===== config.mk =====
export PLATFORM = sky130hd
export DESIGN_NAME = ps2_rx_ctrl
export DESIGN_NICKNAME = d
export VERILOG_FILES = /design/src/rtl/ps2_rx_pkg.sv /design/src/rtl/ps2_rx_sync.sv /design/src/rtl/ps2_rx_frame.sv /design/src/rtl/ps2_rx_regs.sv /design/src/rtl/ps2_rx_ctrl.sv
export SDC_FILE = /design/constraint.sdc
export NUM_CORES = 1
export LEC_CHECK = 0
export BUFFER_PORTS_ARGS = -buffer_cell sky130_fd_sc_hd__clkbuf_2
export CORE_UTILIZATION = 45
export DETAILED_ROUTE_END_ITERATION = 10
export SLEW_MARGIN = 5
export SYNTH_ARGS = -nofsm -noshare
export SYNTH_HDL_FRONTEND = slang
export SYNTH_SLANG_ARGS = --single-unit
export TNS_END_PERCENT = 20

===== constraint.sdc =====
create_clock -name clk -period 2.8 [get_ports clk]
set_clock_uncertainty 0.15 [all_clocks]
set_input_delay 0 -clock clk [delete_from_list [all_inputs] [get_ports clk]]
set_output_delay 0 -clock clk [all_outputs]
set_load 0.05 [all_outputs]

===== src/rtl/ps2_rx_pkg.sv =====
package ps2_rx_pkg;
  localparam int unsigned DW         = 8;
  localparam int unsigned FRAME_BITS = 11;
  localparam int unsigned CW         = $clog2(FRAME_BITS);

  typedef enum logic {
    REG_CTRL = 1'b0,
    REG_BUF  = 1'b1
  } reg_sel_e;

  localparam int unsigned B_EN   = 0;
  localparam int unsigned B_IE   = 1;
  localparam int unsigned B_SEL  = 2;
  localparam int unsigned B_FLAG = 3;
  localparam int unsigned B_PERR = 4;
  localparam int unsigned B_STOP = 5;
  localparam int unsigned B_CLK  = 6;
  localparam int unsigned B_DAT  = 7;
endpackage


===== src/rtl/ps2_rx_sync.sv =====
module ps2_rx_sync #(
  parameter int unsigned STAGES = 2
) (
  input  logic clk,
  input  logic rst,
  input  logic clk_raw,
  input  logic dat_raw,
  output logic clk_lvl,
  output logic dat_lvl,
  output logic clk_fall
);
  logic [STAGES-1:0] c_sh, d_sh;
  logic              c_prev;

  always_ff @(posedge clk) begin
    if (rst) begin
      c_sh   <= '1;
      d_sh   <= '1;
      c_prev <= 1'b1;
    end else begin
      c_sh   <= {c_sh[STAGES-2:0], clk_raw};
      d_sh   <= {d_sh[STAGES-2:0], dat_raw};
      c_prev <= c_sh[STAGES-1];
    end
  end

  assign clk_lvl  = c_sh[STAGES-1];
  assign dat_lvl  = d_sh[STAGES-1];
  assign clk_fall = c_prev & ~c_sh[STAGES-1];
endmodule


===== src/rtl/ps2_rx_frame.sv =====
module ps2_rx_frame
  import ps2_rx_pkg::*;
#(
  parameter int unsigned IDLE_TO = 4096
) (
  input  logic          clk,
  input  logic          rst,
  input  logic          en,
  input  logic          fall,
  input  logic          dat,
  output logic          done,
  output logic [DW-1:0] byte_o,
  output logic          par_ok,
  output logic          stop_o
);
  localparam int unsigned TW = $clog2(IDLE_TO + 1);
  localparam logic [CW-1:0] LAST_DATA = CW'(DW);
  localparam logic [CW-1:0] PAR_POS   = CW'(DW + 1);
  localparam logic [TW-1:0] IDLE_MAX  = TW'(IDLE_TO - 1);

  logic [CW-1:0] pos;
  logic [DW-1:0] sh;
  logic          par_b;
  logic [TW-1:0] idle;

  always_ff @(posedge clk) begin
    if (rst) begin
      pos    <= '0;
      sh     <= '0;
      par_b  <= 1'b0;
      idle   <= '0;
      done   <= 1'b0;
      byte_o <= '0;
      par_ok <= 1'b0;
      stop_o <= 1'b0;
    end else begin
      done <= 1'b0;
      if (!en) begin
        pos  <= '0;
        idle <= '0;
      end else if (fall) begin
        idle <= '0;
        if (pos == '0) begin
          if (!dat) pos <= CW'(1);
        end else if (pos <= LAST_DATA) begin
          sh  <= {dat, sh[DW-1:1]};
          pos <= pos + CW'(1);
        end else if (pos == PAR_POS) begin
          par_b <= dat;
          pos   <= pos + CW'(1);
        end else begin
          done   <= 1'b1;
          byte_o <= sh;
          par_ok <= ^{sh, par_b};
          stop_o <= dat;
          pos    <= '0;
        end
      end else if (pos != '0) begin
        if (idle == IDLE_MAX) begin
          pos  <= '0;
          idle <= '0;
        end else begin
          idle <= idle + TW'(1);
        end
      end
    end
  end
endmodule


===== src/rtl/ps2_rx_regs.sv =====
module ps2_rx_regs
  import ps2_rx_pkg::*;
(
  input  logic          clk,
  input  logic          rst,
  input  logic          wr,
  input  logic          rd,
  input  logic          addr,
  input  logic [DW-1:0] wdata,
  input  logic          frame_done,
  input  logic [DW-1:0] frame_byte,
  input  logic          frame_par_ok,
  input  logic          frame_stop,
  input  logic          edge_ev,
  input  logic          clk_lvl,
  input  logic          dat_lvl,
  output logic [DW-1:0] rdata,
  output logic [DW-1:0] buf_q,
  output logic [DW-1:0] status,
  output logic          irq,
  output logic          en,
  output logic          flag_set,
  output logic          perr_set
);
  logic ie, sel, flag, perr, stop_q, flag_arm, perr_arm;
  logic rd_ctrl, wr_ctrl, flag_clr, perr_clr;

  assign rd_ctrl  = rd && (addr == REG_CTRL);
  assign wr_ctrl  = wr && (addr == REG_CTRL);
  assign flag_set = sel ? (frame_done && frame_par_ok) : edge_ev;
  assign perr_set = frame_done && !frame_par_ok;
  assign flag_clr = wr_ctrl && !wdata[B_FLAG] && flag_arm;
  assign perr_clr = wr_ctrl && !wdata[B_PERR] && perr_arm;

  assign status = {dat_lvl, clk_lvl, stop_q, perr, flag, sel, ie, en};

  always_ff @(posedge clk) begin
    if (rst) begin
      en <= 1'b0; ie <= 1'b0; sel <= 1'b0;
      flag <= 1'b0; flag_arm <= 1'b0;
      perr <= 1'b0; perr_arm <= 1'b0;
      stop_q <= 1'b0; buf_q <= '0; rdata <= '0; irq <= 1'b0;
    end else begin
      if (wr_ctrl) begin
        en  <= wdata[B_EN];
        ie  <= wdata[B_IE];
        sel <= wdata[B_SEL];
      end
      if (flag_set) begin
        flag <= 1'b1; flag_arm <= 1'b0;
      end else if (flag_clr) begin
        flag <= 1'b0; flag_arm <= 1'b0;
      end else if (rd_ctrl && flag) begin
        flag_arm <= 1'b1;
      end
      if (perr_set) begin
        perr <= 1'b1; perr_arm <= 1'b0;
      end else if (perr_clr) begin
        perr <= 1'b0; perr_arm <= 1'b0;
      end else if (rd_ctrl && perr) begin
        perr_arm <= 1'b1;
      end
      if (frame_done) stop_q <= frame_stop;
      if (frame_done && frame_par_ok) buf_q <= frame_byte;
      if (rd) rdata <= (addr == REG_CTRL) ? status : buf_q;
      irq <= flag & ie;
    end
  end
endmodule


===== src/rtl/ps2_rx_ctrl.sv =====
module ps2_rx_ctrl
  import ps2_rx_pkg::*;
#(
  parameter int unsigned SYNC_STAGES = 2,
  parameter int unsigned IDLE_TO     = 4096
) (
  input  logic          clk,
  input  logic          rst,
  input  logic          kb_clk_i,
  input  logic          kb_dat_i,
  input  logic          reg_addr,
  input  logic          reg_wr,
  input  logic          reg_rd,
  input  logic [DW-1:0] reg_wdata,
  output logic [DW-1:0] reg_rdata,
  output logic [DW-1:0] buf_byte,
  output logic [DW-1:0] status_o,
  output logic          irq
);
  logic          clk_lvl, dat_lvl, clk_fall, en, edge_ev;
  logic          frame_done, frame_par_ok, frame_stop;
  logic [DW-1:0] frame_byte;
  logic          flag_set, perr_set;

  ps2_rx_sync #(.STAGES(SYNC_STAGES)) u_sync (
    .clk(clk), .rst(rst), .clk_raw(kb_clk_i), .dat_raw(kb_dat_i),
    .clk_lvl(clk_lvl), .dat_lvl(dat_lvl), .clk_fall(clk_fall)
  );

  assign edge_ev = clk_fall & en;

  ps2_rx_frame #(.IDLE_TO(IDLE_TO)) u_frame (
    .clk(clk), .rst(rst), .en(en), .fall(clk_fall), .dat(dat_lvl),
    .done(frame_done), .byte_o(frame_byte), .par_ok(frame_par_ok),
    .stop_o(frame_stop)
  );

  ps2_rx_regs u_regs (
    .clk(clk), .rst(rst), .wr(reg_wr), .rd(reg_rd), .addr(reg_addr),
    .wdata(reg_wdata), .frame_done(frame_done), .frame_byte(frame_byte),
    .frame_par_ok(frame_par_ok), .frame_stop(frame_stop),
    .edge_ev(edge_ev), .clk_lvl(clk_lvl), .dat_lvl(dat_lvl),
    .rdata(reg_rdata), .buf_q(buf_byte), .status(status_o), .irq(irq),
    .en(en), .flag_set(flag_set), .perr_set(perr_set)
  );
endmodule


==> out/summary.log, run 1 <==
INFO  status         run_status=finished clean
INFO  critical_path  worst_path_max_delay_cell=sky130_fd_sc_hd__or4_4
INFO  sta            slew_headroom=57.66%
INFO  placement      globalplace.congestion=0.7256
INFO  die            dieArea=0.006776mm2
INFO  finish         num_antenna_cells=0
INFO  critical_path  critical_path.startpoint_type=register
INFO  drt            detail_route.iter0.violations=118
INFO  synth          netlist_top_cells_count=sky130_fd_sc_hd__dfxtp_1 (67), sky130_fd_sc_hd__nor2_1 (43), sky130_fd_sc_hd__nand2_1 (27), sky130_fd_sc_hd__mux2i_1 (22), sky130_fd_sc_hd__a21oi_1 (21)
INFO  die            fp.coreArea=0.006061mm2
INFO  pwr            cellLeakagePower=1.371nW
INFO  global_routing grt_max_degree=45
INFO  drt            antenna_viol_nets_final=0
INFO  critical_path  timing.critical_path.fanout_max=6
INFO  finish         fill_cells=584
INFO  drt            vias_after_detailed_routing=2283
INFO  drt            route.detailed.vias_per_inst=5.224
INFO  critical_path  worst-endpoint-arrival=2490ps
INFO  synth          register_area_share_after_synthesis=46.21%
INFO  synth          synth.ff_latch_count=67
INFO  global_routing grt_first_pass_wirelength=9335um
INFO  drt            drc=0
INFO  synth          yosysTopAreaCell=sky130_fd_sc_hd__dfxtp_1
INFO  synth          synth_enable_flop_cells=0
INFO  finish         seqCellArea=0.001341mm2
INFO  sta            achievable_frequency=0.4203GHz
INFO  finish         finish.net_count=376
INFO  synth          synth_largest_type_area_fraction=46.21%
INFO  drt            number_of_search_and_repair_iterations_in_the_first_detailed_routing_pass=6
INFO  sta            actual_slew_at_the_worst_max_slew_pin=630.5ps
INFO  sta            finalCritPeriodShare=84.98%
INFO  sta            totalNegativeSetupSlack=0ps
INFO  cts            cts_max_level=3
INFO  cts            clk_path_buf_depth=2
INFO  die            placement_rows=28
INFO  critical_path  slowest_delay=550ps
INFO  die            floorplan.die.width=82.32um
INFO  cts            clock_tree_from_tritoncts=done
INFO  sta            final-max-slew-violation-count=0
INFO  cts            worst_skew_pair_later_pin_latency=340ps
INFO  global_routing grt_use_total=18.46%
INFO  cts            clkTransAtPathRegs=80ps
INFO  finish         drive_above_1_share=18.78%
INFO  cts            setup_buffers_after_cts=0
INFO  pwr            power_density=553.7mW/mm2
INFO  die            chipHeight=82.32um
INFO  synth          postSynthCellCount=318
INFO  critical_path  required=2920ps
INFO  synth          synth.avg_cell_area=9.128um2
INFO  die            io-pin-count=40
INFO  drt            route.final.wire_length=5839um
INFO  drt            wire_per_inst=13.36um
INFO  finish         syn2layout_area_growth=16.55%
INFO  flow_run       maxCapViolations=0
INFO  finish         layout.cell_area.non_filler=0.003383mm2
INFO  cts            cts_resized=0
INFO  placement      placement.cell_area=0.003058mm2
INFO  sta            report.final.hold_viol_count=0
INFO  cts            clkSinkCount=67
INFO  synth          async_reset_ff_share=0%
INFO  synth          synthMostInstantiatedCell=sky130_fd_sc_hd__dfxtp_1
INFO  synth          top_reg_cell_synth=sky130_fd_sc_hd__dfxtp_1
INFO  global_routing number_of_global_route_vias_before_repair=1997
INFO  critical_path  timing.critical_path.cells=inv_1 > ha_1 > nor3b_1 > buf_4 > or4_4 > or3_1 > a21oi_2
INFO  pwr            vdd_ir_drop_max=0.5097mV
INFO  synth          synthTopCellsByArea=sky130_fd_sc_hd__dfxtp_1 (46%), sky130_fd_sc_hd__mux2i_1 (7.6%), sky130_fd_sc_hd__nor2_1 (5.6%)
INFO  placement      detailed_place_hpwl=3979um
INFO  min_path       timing.hold.worst.class=primary input to register
INFO  synth          synth.distinct_cells=44
INFO  synth          syn-num-nets=337
INFO  finish         multiInputGateArea=0.001401mm2
INFO  synth          synthesis.area=0.002903mm2
INFO  die            initial_utilization=47.89%
INFO  placement      port-buffer-count=36
INFO  sta            setup_violations=0
INFO  synth          synth-warning-count=0
INFO  global_routing grt_antenna_before_repair=0
INFO  cts            cts-buffers-inserted=9
INFO  global_routing overflow=0
INFO  critical_path  setup_crit_path_kind=register to register
INFO  sta            fin_crit=2380ps
INFO  sta            unrepaired_setup_endpoints_after_global_routing=no
INFO  cts            ctsRootBufferMaster=sky130_fd_sc_hd__clkbuf_8
INFO  sta            hold_slack=37.26ps
INFO  critical_path  worstSetupEndpointType=register
==> cells by family (layout without fill, tap and decap cells) <==
kind of cell             after synthesis  in the layout  share of synthesized area [%]
AO/OA/AOI/OAI                         53             53                          11.16
XOR/XNOR                              18             18                          5.905
adder cells (fa/ha/maj)                4              4                          1.724
buffers and inverters                 28             72                          5.517
flip-flops                            67             67                          46.21
multiplexers                          22             22                          7.586
AND/OR/NAND/NOR                      126            126                          21.90
==> report_power, final <==
part	total (mW)	leakage, nW	switching (mW)	internal, mW
combinational	0.112	0.736	0.0727	0.0388
clock	0.788	0.0926	0.353	0.435
sequential	0.974	0.543	0.00922	0.965
==> sequential cells by signal, indices dropped and copies added, names as in the netlist, 2 cells and up <==
name            count
u_frame.pos         4
u_sync.c_sh         2
u_frame.byte_o      8
u_regs.rdata        8
u_frame.idle       13
u_sync.d_sh         2
u_frame.sh          8
u_regs.buf_q        8
==> per-stage QoR <==
step	setup WS [ps]	utilization, %	power, mW	std cells
3_3_place_gp	495.2	50.45	1.093	408
3_5_place_dp	440.5	50.45	1.093	408
2_1_floorplan	779.4	-	1.073	318
4_1_cts	417.9	55.82	1.897	437
5_1_grt	297.4	55.82	1.947	437
6_report	420.5	55.82	1.873	437
==> path summary, 6_finish.rpt <==
check	from	endpoint	slack (ps)	cells after the start
hold reg to reg	u_sync.d_sh[0]$_SDFF_PP1_	u_sync.d_sh[1]$_SDFF_PP1_	260	1
setup / recovery	u_frame.pos[0]$_SDFFE_PP0P_	u_frame.idle[11]$_SDFFE_PP0N_	420	7
setup reg to reg	u_frame.pos[0]$_SDFFE_PP0P_	u_frame.idle[11]$_SDFFE_PP0N_	420	7
hold / removal	reg_wr	u_regs.sel$_SDFFE_PP0N_	40	4
==> cells in the final DEF, fill, tap and decap left out, types with 3 or more instances in the layout <==
cell,instances
sky130_fd_sc_hd__mux2i_1,22
sky130_fd_sc_hd__buf_4,4
sky130_fd_sc_hd__dlygate4sd3_1,13
sky130_fd_sc_hd__clkbuf_2,36
sky130_fd_sc_hd__dfxtp_1,67
sky130_fd_sc_hd__nand2b_1,4
sky130_fd_sc_hd__ha_1,4
sky130_fd_sc_hd__nand2_1,27
sky130_fd_sc_hd__o21ai_0,13
sky130_fd_sc_hd__nor2_1,43
sky130_fd_sc_hd__a211oi_1,9
sky130_fd_sc_hd__nand3_1,15
sky130_fd_sc_hd__or3b_2,3
sky130_fd_sc_hd__xor2_1,7
sky130_fd_sc_hd__and3b_1,3
sky130_fd_sc_hd__or2_2,5
sky130_fd_sc_hd__nor4_1,3
sky130_fd_sc_hd__nand4_1,3
sky130_fd_sc_hd__nor2b_1,4
sky130_fd_sc_hd__clkbuf_8,10
sky130_fd_sc_hd__inv_1,3
sky130_fd_sc_hd__xnor2_1,10
sky130_fd_sc_hd__a21oi_1,21
==> layer usage <==
layer / part of all wire [%] / routed length, um / vias to the layer above / track usage [%]
met2: 43 / 2497 / 45 / 27.36
li1: - / - / 1172 / -
met5: 0 / 0 / - / 0
met4: 1.4 / 82 / 0 / 7.368
met1: 52 / 3027 / 1056 / 24.90
met3: 4.0 / 232 / 10 / 5.604
==> worst max-delay path, delay by kind of cell, from the launching register on <==
family          cells  cell delay (ps)
compound gates      1              150
fa+ha+maj           1              250
simple gates        3             1090
flops               1              420
buf+inv             2              260
==> area by class of cell <==
| class | instances | share of cell area (%) |
|---|---|---|
| Clock inverter | 4 | 1.479 |
| Sequential cell | 67 | 39.65 |
| Multi-Input combinational cell | 223 | 41.42 |
| Inverter | 3 | 0.3328 |
| Tap cell | 75 | 2.774 |
| Timing Repair Buffer | 53 | 10.06 |
| Clock buffer | 12 | 4.290 |
==> timing repair <==
item,CTS,global route
hold buffers,13,0
endpoints found under the setup margin,0,0
hold endpoints to repair,20,0
Power figures use the tool's default switching activity.
==> run 2: changes to the inputs <==
==> constraint.sdc (replaced) <==
create_clock -name clk -period 2.4 [get_ports clk]
set_clock_uncertainty 0.15 [all_clocks]
set_input_delay 0 -clock clk [delete_from_list [all_inputs] [get_ports clk]]
set_output_delay 0 -clock clk [all_outputs]
set_load 0.05 [all_outputs]
==> out/summary.log, run 2 (synthesized netlist as in run 1, its figures left out) <==
INFO  finish         layout.cells.most_common_list=sky130_fd_sc_hd__dfxtp_1 (67), sky130_fd_sc_hd__nor2_1 (43), sky130_fd_sc_hd__clkbuf_2 (36), sky130_fd_sc_hd__nand2_1 (27), sky130_fd_sc_hd__mux2i_1 (22)
INFO  drt            drc=0 [unchanged]
INFO  cts            cts_max_level=3 [unchanged]
INFO  min_path       min-delay-start=reg_wr
INFO  pwr            portion_of_total_power_attributed_to_the_clock_network=39.1% [-3.0 points]
INFO  pwr            p_int=1.581mW [+9.9%]
INFO  placement      globalplace.congestion=0.7901 [+8.9%]
INFO  pwr            combPwrFrac=6.1% [about the same]
INFO  cts            cts-buffers-inserted=9 [unchanged]
INFO  cts            clkTransAtPathRegs=70ps [about the same]
INFO  sta            finalCritPeriodShare=91.37% [+6.4 points]
INFO  critical_path  setup_crit_path_kind=register to register
INFO  finish         fill_cells=577 [-1.2%]
INFO  cts            clkSinkCount=67 [unchanged]
INFO  finish         flip_flop_count_of_the_largest_register_after_layout=13 [unchanged]
INFO  cts            setup_buffers_after_cts=0 [unchanged]
INFO  sta            final-max-slew-violation-count=0 [unchanged]
INFO  drt            route.final.wire_length=5795um [-0.75%]
INFO  critical_path  r2r-end=u_frame.idle[11]$_SDFFE_PP0N_
INFO  critical_path  worstSetupEndpointType=register
INFO  die            dieArea=0.006776mm2 [unchanged]
INFO  critical_path  worst_path_max_delay_cell=sky130_fd_sc_hd__or4_4
INFO  sta            unrepaired_setup_endpoints_after_global_routing=no
INFO  drt            vias_after_detailed_routing=2290 [+0.31%]
INFO  min_path       min_delay_worst_endpoint=u_regs.sel$_SDFFE_PP0N_
INFO  critical_path  critical_path.startpoint_type=register
INFO  die            floorplan.die.width=82.32um [unchanged]
INFO  sta            totalNegativeSetupSlack=0ps [unchanged]
INFO  finish         final_common_cell=sky130_fd_sc_hd__dfxtp_1
INFO  pwr            power.share.switching=23.76% [+0.53 points]
INFO  drt            route.detailed.vias_per_inst=5.264 [+0.77%]
INFO  flow_run       maxCapViolations=0 [unchanged]
INFO  global_routing grt_antenna_before_repair=0 [unchanged]
INFO  min_path       worst_hold_path.num_cells=4 [unchanged]
INFO  pwr            power_density=619.1mW/mm2 [+12%]
INFO  placement      port-buffer-count=36 [unchanged]
INFO  pwr            vdd_ir_drop_max=0.3235mV [-37%]
INFO  placement      detailed_place_hpwl=4004um [+0.63%]
INFO  critical_path  slowest_delay=540ps [about the same]
INFO  critical_path  timing.critical_path.cells=inv_1 > ha_1 > nor3b_1 > buf_4 > or4_4 > or3_1 > a21oi_2
INFO  critical_path  reg2reg_setup_slack=210ps [-210 ps]
INFO  cts            clk_path_buf_depth=2 [unchanged]
INFO  global_routing grt_first_pass_wirelength=9349um [+0.15%]
INFO  cts            worst_skew_pair_later_pin_latency=340ps [about the same]
INFO  finish         multiInputGateArea=0.001406mm2 [+0.36%]
INFO  die            chipHeight=82.32um [unchanged]
INFO  pwr            cellLeakagePower=1.374nW [+0.21%]
INFO  drt            number_of_search_and_repair_iterations_in_the_first_detailed_routing_pass=4 [-2]
INFO  global_routing grt_use_total=18.44% [-0.026 points]
INFO  sta            actual_slew_at_the_worst_max_slew_pin=547.9ps [-82.66 ps]
INFO  finish         seqCellArea=0.001341mm2 [unchanged]
INFO  pwr            p_seq_share=54.8% [+2.8 points]
INFO  status         run_status=finished clean
INFO  cts            clock_tree_from_tritoncts=done
INFO  global_routing overflow=0 [unchanged]
INFO  critical_path  required=2520ps [-400 ps]
INFO  min_path       timing.hold.worst.class=primary input to register
INFO  die            placement_rows=28 [unchanged]
INFO  finish         drive_above_1_share=20.28% [+1.5 points]
INFO  sta            fin_crit=2193ps [-186.6 ps]
INFO  critical_path  worst-endpoint-arrival=2320ps [-170 ps]
INFO  critical_path  timing.critical_path.fanout_max=5 [-1]
INFO  finish         top_register=u_frame.idle
INFO  drt            antenna_viol_nets_final=0 [unchanged]
INFO  finish         num_antenna_cells=0 [unchanged]
INFO  cts            ctsRootBufferMaster=sky130_fd_sc_hd__clkbuf_8
INFO  global_routing number_of_global_route_vias_before_repair=2026 [+1.5%]
INFO  drt            detail_route.iter0.violations=110 [-6.8%]
INFO  critical_path  worstReg2RegStart=u_frame.pos[1]$_SDFFE_PP0P_
INFO  pwr            totalPowerFinal=2.074mW [+11%]
INFO  die            io-pin-count=40 [unchanged]
INFO  die            initial_utilization=47.89% [unchanged]
INFO  global_routing grt_max_degree=33 [-27%]
INFO  critical_path  timing.reg2reg.worst_path_depth=7 [unchanged]
INFO  die            fp.coreArea=0.006061mm2 [unchanged]
INFO  finish         syn2layout_area_growth=15.39%
INFO  finish         finish.net_count=376 [unchanged]
INFO  sta            achievable_frequency=0.4560GHz [+8.5%]
INFO  drt            wire_per_inst=13.32um [-0.30%]
INFO  pwr            p_switching=492.7uW [+13%]
INFO  sta            report.final.hold_viol_count=0 [unchanged]
INFO  sta            setup_violations=0 [unchanged]
INFO  sta            slew_headroom=63.35% [+5.7 points]
==> run 2: what timing repair did <==
| action | 4_1_cts | 5_1_grt |
|---|---|---|
| hold buffers | 9 | 0 |
| resized for setup | 0 | 1 |
| endpoints found under the hold margin | 25 | 0 |
| setup endpoints to repair | 0 | 10 |
==> run 2: layout make-up <==
| cell class | count | area share [%] |
|---|---|---|
| well taps | 75 | 2.802 |
| multi-input cells | 223 | 41.99 |
| clock inverters | 3 | 0.4483 |
| clock buffers | 11 | 4.520 |
| flip-flops and latches | 67 | 40.04 |
| repair buffers | 53 | 9.862 |
| inverters | 3 | 0.3362 |
==> run 2: worst max-delay path, delay by kind of cell, from the launching register on <==
kind	cells	cell delay (ps)
DFF	1	370
AOI/OAI and AO/OA	1	140
buffers and inverters	2	230
adders and majority gates	1	220
and+or+nand+nor	3	1020
==> run 2: routing by layer <==
layer | part of all wire, % | global-route usage [%] | vias to the layer above | routed length [um]
met2 | 44 | 27.52 | 49 | 2546
li1 | - | - | 1165 | -
met3 | 4.1 | 4.615 | 11 | 237
met1 | 50 | 25.27 | 1065 | 2922
met5 | 0 | 0 | - | 0
met4 | 1.5 | 7.368 | 0 | 89
==> run 2: how the worst max path moves through the flow <==
stage | depth (start not counted) | slack (ps) | to | from
2_1_floorplan | 6 | 380 | u_frame.idle[9]$_SDFFE_PP0N_ | u_frame.pos[0]$_SDFFE_PP0P_
3_3_place_gp | 7 | 140 | u_frame.idle[7]$_SDFFE_PP0N_ | u_frame.pos[1]$_SDFFE_PP0P_
3_5_place_dp | 7 | 90 | u_frame.idle[4]$_SDFFE_PP0N_ | u_frame.pos[1]$_SDFFE_PP0P_
4_1_cts | 7 | 80 | u_frame.idle[4]$_SDFFE_PP0N_ | u_frame.pos[1]$_SDFFE_PP0P_
5_1_grt | 7 | 70 | u_frame.idle[9]$_SDFFE_PP0N_ | u_frame.pos[1]$_SDFFE_PP0P_
6_report | 7 | 210 | u_frame.idle[11]$_SDFFE_PP0N_ | u_frame.pos[1]$_SDFFE_PP0P_
==> run 2: stage by stage <==
step | std cells | hold slack (ps) | utilization (%) | worst slack (ps) | cell area, um2
after global routing | 435 | 82.96 | 55.26 | 73.19 | 3349
after floorplan | 318 | -46.19 | - | 379.4 | 2903
after global placement | 412 | 32.95 | 50.95 | 141.9 | 3088
final | 435 | 33.65 | 55.26 | 207.0 | 3349
after CTS | 435 | 49.24 | 55.18 | 75.94 | 3344
after detailed placement | 412 | 39.62 | 50.95 | 88.12 | 3088
==> run 2: power by group through the flow <==
stage,Sequential (mW),Combinational (mW),Clock (mW)
after CTS,1.14,0.127,0.824
final,1.14,0.126,0.812
after detailed placement,1.16,0.115,0
after floorplan,1.19,0.0658,0
after global routing,1.14,0.136,0.872
after global placement,1.16,0.114,0
